## config.mk

```make
export PLATFORM = sky130hd
export DESIGN_NAME = hsk_port_adapter
export DESIGN_NICKNAME = d
export VERILOG_FILES = /design/src/rtl/hpa_pkg.sv /design/src/rtl/hpa_port.sv /design/src/rtl/hpa_ctrl.sv /design/src/rtl/hsk_port_adapter.sv
export SDC_FILE = /design/constraint.sdc
export NUM_CORES = 1
export LEC_CHECK = 0
export ABC_AREA = 1
export BUFFER_PORTS_ARGS = -buffer_cell sky130_fd_sc_hd__buf_4
export CELL_PAD_IN_SITES_DETAIL_PLACEMENT = 1
export CELL_PAD_IN_SITES_GLOBAL_PLACEMENT = 1
export CORE_ASPECT_RATIO = 2
export CORE_MARGIN = 3
export CORE_UTILIZATION = 30
export DETAILED_ROUTE_END_ITERATION = 12
export GPL_TIMING_DRIVEN = 0
export PLACE_DENSITY = 0.76
export SYNTH_ARGS = -nofsm -noshare
export SYNTH_HDL_FRONTEND = slang
export SYNTH_SLANG_ARGS = --single-unit
```

## constraint.sdc

```tcl
create_clock -name clk_i -period 2.6 [get_ports clk_i]
set_clock_uncertainty 0.05 [all_clocks]
set_input_delay 0.26 -clock clk_i [delete_from_list [all_inputs] [get_ports clk_i]]
set_output_delay 0.26 -clock clk_i [all_outputs]
set_load 0.05 [all_outputs]
```

## src/rtl/hpa_pkg.sv

```systemverilog
package hpa_pkg;
  localparam int unsigned CTL_W  = 8;
  localparam int unsigned C1_IE  = 0;
  localparam int unsigned C1_POL = 1;
  localparam int unsigned DSEL   = 2;
  localparam int unsigned C2_IE  = 3;
  localparam int unsigned C2_POL = 4;
  localparam int unsigned C2_OUT = 5;
  localparam int unsigned CW_W   = C2_OUT + 1;

  typedef enum logic [1:0] {
    C2_IN    = 2'd0,
    C2_HSK   = 2'd1,
    C2_PULSE = 2'd2,
    C2_MAN   = 2'd3
  } c2_mode_e;
endpackage

```

## src/rtl/hpa_port.sv

```systemverilog
module hpa_port #(
  parameter int unsigned DW = 8
) (
  input  logic          clk_i,
  input  logic          rst_ni,
  input  logic [DW-1:0] wdata_i,
  input  logic          wr_ddr_i,
  input  logic          wr_out_i,
  input  logic [DW-1:0] pin_i,
  output logic [DW-1:0] ddr_o,
  output logic [DW-1:0] out_o,
  output logic [DW-1:0] rd_o
);
  logic [DW-1:0] ddr_q, out_q;

  always_ff @(posedge clk_i or negedge rst_ni) begin
    if (!rst_ni) begin
      ddr_q <= '0;
      out_q <= '0;
    end else begin
      if (wr_ddr_i) ddr_q <= wdata_i;
      if (wr_out_i) out_q <= wdata_i;
    end
  end

  assign ddr_o = ddr_q;
  assign out_o = out_q;
  // outputs read back their register, inputs read the pin
  assign rd_o  = (ddr_q & out_q) | (~ddr_q & pin_i);


  ddr_hold_chk: assert property (@(posedge clk_i) disable iff (!rst_ni)
    !$past(wr_ddr_i) |-> $stable(ddr_q));
endmodule

```

## src/rtl/hpa_ctrl.sv

```systemverilog
module hpa_ctrl
  import hpa_pkg::*;
(
  input  logic             clk_i,
  input  logic             rst_ni,
  input  logic [CW_W-1:0]  wdata_i,
  input  logic             wr_ctl_i,
  input  logic             clr_i,
  input  logic             acc_i,
  input  logic             c1_i,
  input  logic             c2_i,
  output logic [CTL_W-1:0] ctl_o,
  output logic             c2_o,
  output logic             c2_oe_o,
  output logic             irq_o
);
  logic [CW_W-1:0] ctl_q;
  logic f1_q, f2_q, c1_q, c2_q, hs_q;
  logic edge1, edge2;
  c2_mode_e mode;

  always_comb begin
    if (!ctl_q[C2_OUT])     mode = C2_IN;
    else if (ctl_q[C2_POL]) mode = C2_MAN;
    else if (ctl_q[C2_IE])  mode = C2_PULSE;
    else                    mode = C2_HSK;
  end

  assign edge1 = (c1_i ^ c1_q) & (c1_i == ctl_q[C1_POL]);
  assign edge2 = (mode == C2_IN) & (c2_i ^ c2_q) & (c2_i == ctl_q[C2_POL]);

  always_ff @(posedge clk_i or negedge rst_ni) begin
    if (!rst_ni) begin
      ctl_q <= '0;
      f1_q  <= 1'b0;
      f2_q  <= 1'b0;
      c1_q  <= 1'b0;
      c2_q  <= 1'b0;
      hs_q  <= 1'b1;
    end else begin
      c1_q <= c1_i;
      c2_q <= c2_i;
      if (wr_ctl_i) ctl_q <= wdata_i;
      // a new edge wins over a clear in the same cycle
      if (edge1)      f1_q <= 1'b1;
      else if (clr_i) f1_q <= 1'b0;
      if (edge2)      f2_q <= 1'b1;
      else if (clr_i) f2_q <= 1'b0;
      if (wr_ctl_i)                                        hs_q <= 1'b1;
      else if ((mode == C2_HSK || mode == C2_PULSE) && acc_i) hs_q <= 1'b0;
      else if (mode == C2_PULSE)                           hs_q <= 1'b1;
      else if (mode == C2_HSK && edge1)                    hs_q <= 1'b1;
    end
  end

  assign ctl_o   = {f1_q, f2_q, ctl_q};
  assign c2_oe_o = ctl_q[C2_OUT];
  assign c2_o    = (mode == C2_MAN) ? ctl_q[C2_IE] : hs_q;
  assign irq_o   = (f1_q & ctl_q[C1_IE]) | (f2_q & ctl_q[C2_IE] & ~ctl_q[C2_OUT]);


  flag_set_chk: assert property (@(posedge clk_i) disable iff (!rst_ni)
    $rose(f1_q) |-> ($past(c1_i) == $past(ctl_q[C1_POL])));

  flag_clr_chk: assert property (@(posedge clk_i) disable iff (!rst_ni)
    $fell(f1_q) |-> $past(clr_i));

  hs_fall_chk: assert property (@(posedge clk_i) disable iff (!rst_ni)
    $fell(hs_q) |-> $past(acc_i));

  pulse_end_chk: assert property (@(posedge clk_i) disable iff (!rst_ni)
    (mode == C2_PULSE && !hs_q && !acc_i) |=> hs_q);
endmodule

```

## src/rtl/hsk_port_adapter.sv

```systemverilog
module hsk_port_adapter
  import hpa_pkg::*;
#(
  parameter int unsigned DW = 8
) (
  input  logic          clk_i,
  input  logic          rst_ni,
  input  logic [2:0]    cs_i,
  input  logic [1:0]    rs_i,
  input  logic          rd_i,
  input  logic          en_i,
  input  logic [DW-1:0] wdata_i,
  output logic [DW-1:0] rdata_o,
  input  logic [DW-1:0] pa_i,
  output logic [DW-1:0] pa_o,
  output logic [DW-1:0] pa_oe_o,
  input  logic [DW-1:0] pb_i,
  output logic [DW-1:0] pb_o,
  output logic [DW-1:0] pb_oe_o,
  input  logic          ca1_i,
  input  logic          ca2_i,
  output logic          ca2_o,
  output logic          ca2_oe_o,
  input  logic          cb1_i,
  input  logic          cb2_i,
  output logic          cb2_o,
  output logic          cb2_oe_o,
  output logic          irq_a_no,
  output logic          irq_b_no
);
  localparam int unsigned NSIDE = 2;

  logic sel;
  logic [NSIDE-1:0][DW-1:0]    pin, ddr, outr, prd;
  logic [NSIDE-1:0][CTL_W-1:0] ctl;
  logic [NSIDE-1:0] c1, c2, c2o, c2oe, irq;
  logic [NSIDE-1:0] wr_ddr, wr_out, wr_ctl, rd_dat, acc;

  assign sel = en_i & cs_i[0] & cs_i[1] & ~cs_i[2];

  assign pin = {pb_i, pa_i};
  assign c1  = {cb1_i, ca1_i};
  assign c2  = {cb2_i, ca2_i};

  for (genvar s = 0; s < NSIDE; s++) begin : g_side
    logic hit;
    assign hit       = sel & (rs_i[1] == 1'(s));
    assign wr_ddr[s] = hit & ~rs_i[0] & ~rd_i & ~ctl[s][DSEL];
    assign wr_out[s] = hit & ~rs_i[0] & ~rd_i &  ctl[s][DSEL];
    assign wr_ctl[s] = hit &  rs_i[0] & ~rd_i;
    assign rd_dat[s] = hit & ~rs_i[0] &  rd_i &  ctl[s][DSEL];
    // side A handshakes on reads, side B on writes
    if (s == 0) begin : g_rd_hs
      assign acc[s] = rd_dat[s];
    end else begin : g_wr_hs
      assign acc[s] = wr_out[s];
    end

    hpa_port #(.DW(DW)) u_port (
      .clk_i    (clk_i),
      .rst_ni   (rst_ni),
      .wdata_i  (wdata_i),
      .wr_ddr_i (wr_ddr[s]),
      .wr_out_i (wr_out[s]),
      .pin_i    (pin[s]),
      .ddr_o    (ddr[s]),
      .out_o    (outr[s]),
      .rd_o     (prd[s])
    );

    hpa_ctrl u_ctrl (
      .clk_i    (clk_i),
      .rst_ni   (rst_ni),
      .wdata_i  (wdata_i[CW_W-1:0]),
      .wr_ctl_i (wr_ctl[s]),
      .clr_i    (rd_dat[s]),
      .acc_i    (acc[s]),
      .c1_i     (c1[s]),
      .c2_i     (c2[s]),
      .ctl_o    (ctl[s]),
      .c2_o     (c2o[s]),
      .c2_oe_o  (c2oe[s]),
      .irq_o    (irq[s])
    );
  end

  always_comb begin
    rdata_o = '0;
    if (sel && rd_i) begin
      if (rs_i[0])                 rdata_o = DW'(ctl[rs_i[1]]);
      else if (ctl[rs_i[1]][DSEL]) rdata_o = prd[rs_i[1]];
      else                         rdata_o = ddr[rs_i[1]];
    end
  end

  assign pa_o     = outr[0];
  assign pa_oe_o  = ddr[0];
  assign pb_o     = outr[1];
  assign pb_oe_o  = ddr[1];
  assign ca2_o    = c2o[0];
  assign ca2_oe_o = c2oe[0];
  assign cb2_o    = c2o[1];
  assign cb2_oe_o = c2oe[1];
  assign irq_a_no = ~irq[0];
  assign irq_b_no = ~irq[1];


  desel_ctl_chk: assert property (@(posedge clk_i) disable iff (!rst_ni)
    !$past(sel) |-> $stable(ctl[0][CW_W-1:0]) && $stable(ctl[1][CW_W-1:0]));
endmodule

```

# ---- After elaboration in Yosys (flattened, before gate mapping)
# Index checks and enable logic that the tools add are counted.
dict set report totals {
  regBits 54
  latchBits 0
  mem_bits_rw 0
  rom_bits 0
  input_bits 37
  output_inout_bits 46
  word_cells 130
  memories 0
}
dict set report op_classes {
  add_sub_neg 0
  n_mul 0
  div_mod_pow 0
  order_cmp 1
  n_eq_ne 10
  n_shift 0
  muxes 31
  bitwise 57
  n_reduce_logical 15
}
# cell count
set op_table {}
lappend op_table {{2-to-1 mux 8 bit} 9}
lappend op_table {{AND 1 bit} 33}
lappend op_table {{AND 8 bit} 4}
lappend op_table {{2-to-1 mux 1 bit} 16}
lappend op_table {{NOT 8 bit} 2}
lappend op_table {{OR 8 bit} 2}
lappend op_table {{2-to-1 mux 2 bit} 6}
lappend op_table {{NOT 1 bit} 10}
lappend op_table {{equality test 2 bit, second input constant} 4}
lappend op_table {{nonzero test 2 bit} 4}
lappend op_table {{nonzero test 4 bit} 2}
lappend op_table {{logical AND 1 bit} 5}
lappend op_table {{equality test 1 bit} 4}
lappend op_table {{equality test 2 x 1 -> 1 bit, second input constant} 2}
lappend op_table {{logical NOT 2 bit} 2}
lappend op_table {{bitwise XOR 1 bit} 4}
lappend op_table {{logical OR 1 bit} 2}
lappend op_table {{less-than comparator 1 x 2 -> 1 bit, second input constant} 1}
lappend op_table {{OR 1 bit} 2}

# ---- Logic depth before layout (Yosys ltp)
dict set report logic_depth {
  depth_word 10
  depth_mapped 9
}

# ---- Cells and area by module
# Synthesis repeated with hierarchy kept, for this count alone.
dict set report hier_totals {
  hier_cells 485
  hier_area_um2 3170.5
}
# module instances cells_per_inst area_each_um2
set by_module_without_submodules {}
lappend by_module_without_submodules {hpa_port 2 100 730.7}
lappend by_module_without_submodules {hpa_ctrl 2 59 501.7}
lappend by_module_without_submodules {hsk_port_adapter 1 167 705.7}

# ---- Least setup slack after synthesis
# No wires, ideal clock.
dict set report synth_timing {
  path_kind {flip-flop to output port}
  from {register g_side[0].u_ctrl.ctl_q[5]}
  to {output rdata_o[5]}
  t_arrival_ns 1.845
  required_ns 2.290
  slack_ns 0.445
  path_stages_with_launch 5
  path_buffers 0
  path_cell_list {dfrtp_1 -> inv_1 -> a21oi_1 -> o21ai_0 -> a21oi_1}
}
dict set report synth_via {
  elab_chain_cells 4
}
# item line
set synth_lines {}
lappend synth_lines {{start, declared} hpa_ctrl.sv:17} ;# logic [CW_W-1:0] ctl_q;
lappend synth_lines {{start signal, assigned} hpa_ctrl.sv:43} ;# if (wr_ctl_i) ctl_q <= wdata_i;
lappend synth_lines {{2-to-1 mux 8 bit (2 in series)} --}
lappend synth_lines {{2-to-1 mux 8 bit} hsk_port_adapter.sv:90} ;# if (rs_i[0]) rdata_o = DW'(ctl[rs_i[1]]);
lappend synth_lines {{2-to-1 mux 8 bit} hsk_port_adapter.sv:89} ;# if (sel && rd_i) begin
lappend synth_lines {{end, declared} hsk_port_adapter.sv:13} ;# output logic [DW-1:0] rdata_o,
# Every way passes these cells. The select of a mux whose other input is x is not followed.

# ---- Final worst setup path
dict set report layout_timing {
  from {register g_side[0].u_ctrl.ctl_q[2]}
  to {output rdata_o[5]}
}
dict set report layout_via {
  elab_chain_cells 5
}
# item line
set layout_lines {}
lappend layout_lines {{2-to-1 mux 8 bit (not written as such) (2 in series)} hsk_port_adapter.sv:91} ;# else if (ctl[rs_i[1]][DSEL]) rdata_o = prd[rs_i[1]];
lappend layout_lines {{2-to-1 mux 8 bit} hsk_port_adapter.sv:91}
lappend layout_lines {{2-to-1 mux 8 bit} hsk_port_adapter.sv:90}
lappend layout_lines {{2-to-1 mux 8 bit} hsk_port_adapter.sv:89}
# Every way passes these cells. The select of a mux whose other input is x is not followed.

==> reports/metrics.yaml <==
outcome:
  status: "complete, no violations"
route:
  viasPerCell: 4.885
  postRouteAntennaNets: 0
  drcViolationCount: 0
  drt_iter0_markers: 121
  detail_route.wl_per_cell_um: 17.57
  num_vias: 3058
  first_pass_iters: 4
  wirelength_um: 11000
grt:
  antenna_found_initial: 0
  gr-usage-all-layers_pct: 19.42
  grt_pass1_wl_um: 17460
  grt-ovfl-total: 0
  grt_pass1_vias: 3391
  grt_max_degree: 55
synthesis:
  syn_nets: 446
  synth_seq_area_share_pct: 43.73
  yosys.area.top_type: "dfrtp_1"
  async_reset_ff_share_pct: 100.0
  synth_area_leaders: "dfrtp_1 (42%), nand2_1 (17%), inv_1 (5.3%)"
  synth_cells: 405
  synth_ff_type: "dfrtp_1"
  yosysWarnings: 0
  synth_commonest_cells: "nand2_1 (139), dfrtp_1 (52), inv_1 (44)"
  yosysMostFrequentCell: "nand2_1"
  yosysUniqueCellTypes: 29
  syn_area_um2: 3095
  ys_ff_latch: 54
  avgSynthCellArea_um2: 7.643
  synth_top_area_share_pct: 42.04
  synth_edf_count: 0
power_and_ir_drop:
  p_leak_nw: 2.041
  peakVddDrop_uv: 278.2
  p_per_area_nw_per_um2: 571.7
sta:
  fin_crit_ps: 2259
  maxSlewViolCount: 0
  rsz0062_at_grt: "no"
  slew_headroom_pct: 51.28
  tightest_slew_ps: 730.8
  tns_ps: 0
  fmax_ghz: 0.4426
  finalHoldViolCount: 0
  min_period_over_period_pct: 86.90
  setup_viol: 0
worst_hold_path:
  hold_path.class: "in -> reg"
clocking:
  cts_hold_buf: 1
  htreeDepth: 2
  root_buffer: "clkbuf_16"
  cts_setup_buffers: 0
  clock_path_buffers: 2
  clock_sinks: 54
  clk_pin_slew_ps: 70
  cts-buffers-inserted: 5
  cts_tree: "built"
  post_cts_resize_count: 0
  clk_latency_ps: 290
critical_path:
  path_cells: "inv_1 -> o21ai_2 -> buf_4 -> nor2_1 -> nor2_1 -> nand2_1 -> a21oi_1 -> buf_4"
  timing.critical_path.from_type: "flop"
  required_ps: 2290
  worstSetupPathType: "reg -> out"
  crit_slowest_cell: "dfrtp_1"
  cp_max_fo: 10
  cp.arrival_ps: 1950
  crit_path_max_incr_delay_ps: 430
  cp-end-kind: "output port"
floorplan:
  start_util_pct: 31.30
  ios: 83
  die_w_um: 77.83
  fp.dieH_um: 149.7
  die_area_um2: 11650
  design.core.area_um2: 9891
  rows: 51
cells_and_area:
  instances_no_fill: 626
  multi_input_area_um2: 1413
  register_area_um2: 1354
  antennaDiodeCount: 0
  syn_to_final_growth_pct: 29.71
  layout.nets: 535
  drive_gt1_share_pct: 25.30
  n_fill_cell: 1240
job:
  max-cap-violations: 0
placed_design:
  post-dp-hpwl_um: 8705
  dp_cells: 618
  io_buffers: 81
  place.gp.congestion: 0.8376
kinds of logic (layout without fill, tap and decap cells):
| logic type | count (synthesis) | in the layout | synth area share [%] |
|---|---|---|---|
| adders and majority gates | 4 | 4 | 1.617 |
| muxes | 1 | 1 | 0.3638 |
| AOI/OAI and AO/OA | 73 | 73 | 13.34 |
| and+or+nand+nor | 211 | 211 | 30.32 |
| DFF | 54 | 54 | 43.73 |
| buffers and inverters | 62 | 151 | 10.63 |
cell type report:
| cell class | count | share of cell area [%] |
|---|---|---|
| timing repair buffer | 82 | 15.39 |
| tap | 132 | 4.113 |
| sequential | 54 | 33.72 |
| multi-input combinational | 289 | 35.18 |
| inverter | 45 | 4.269 |
| buffer | 17 | 3.926 |
| clock inverter | 1 | 0.1870 |
| clock buffer | 6 | 3.210 |
per-layer routing:
| metal | vias up | wire [um] | GRT usage [%] |
|---|---|---|---|
| li1 | 1490 | - | - |
| met2 | 74 | 6425 | 38.92 |
| met4 | 0 | 303 | 7.576 |
| met1 | 1477 | 3861 | 19.46 |
| met3 | 17 | 407 | 2.590 |
| met5 | - | 0 | 0 |
state kept, by name (all words and copies together) (netlist names):
| name | count |
|---|---|
| g_side.u_ctrl.c1_q | 2 |
| g_side.u_port.ddr_o | 16 |
| g_side.u_ctrl.f2_q | 2 |
| g_side.u_ctrl.hs_q | 2 |
| g_side.u_ctrl.ctl_q | 12 |
| g_side.u_ctrl.c2_q | 2 |
| g_side.u_port.out_o | 16 |
| g_side.u_ctrl.f1_q | 2 |
metrics by stage:
stage                     worst slack (ps)  util (%)  cell area (um^2)  hold WS (ps)  total power, mW
after CTS                            334.1     40.59              4015         24.31            2.318
after detailed placement             671.4     39.11              3869         307.1            1.659
after floorplan                      445.0         -              3095        -85.59            1.400
after global placement               685.8     39.11              3869         306.1            1.639
final                                340.6     40.59              4015         26.65            2.296
after global routing                 188.0     40.59              4015         23.01            2.412
path summary, 6_finish.rpt:
path / end / slack [ps] / depth (start not counted) / from
worst max-delay path: rdata_o[5] / 340 / 8 / g_side[0].u_ctrl.ctl_q[2]
worst min-delay path: g_side[1].u_ctrl.c2_q / 30 / 1 / cb2_i
worst max register to register: g_side[1].u_ctrl.hs_q / 1080 / 8 / g_side[1].u_ctrl.ctl_q[4]
worst min register to register: g_side[0].u_port.out_o[5] / 460 / 2 / g_side[0].u_port.out_o[5]
max in group asynchronous: g_side[1].u_port.out_o[4] / 1480 / 2 / rst_ni
min in group asynchronous: g_side[0].u_port.ddr_o[1] / 520 / 2 / rst_ni
worst max-delay path, delay by kind of cell, from the launching register on:
kind	cells	cell delay (ps)
simple gates	3	220
buf+inv	3	590
flops	1	430
compound gates	2	430
cell usage in the layout, fill, tap and decap left out, types with 5 or more instances in the layout:
cell type	instances
dfrtp_1	52
buf_6	6
nand3_1	20
o21ai_1	20
nor2_1	22
nand2_1	139
buf_4	84
buf_2	5
nand4_1	19
o21ai_0	23
inv_1	44
o21ai_2	9
a21oi_1	16
clkbuf_16	5
report_power, final:
group,internal (mW),total [mW],leakage (nW),switching [mW]
Clock,0.353,0.655,0.0629,0.302
Combinational,0.210,0.648,1.28,0.438
Sequential,0.906,0.993,0.699,0.0870
Power figures use the tool's default switching activity.
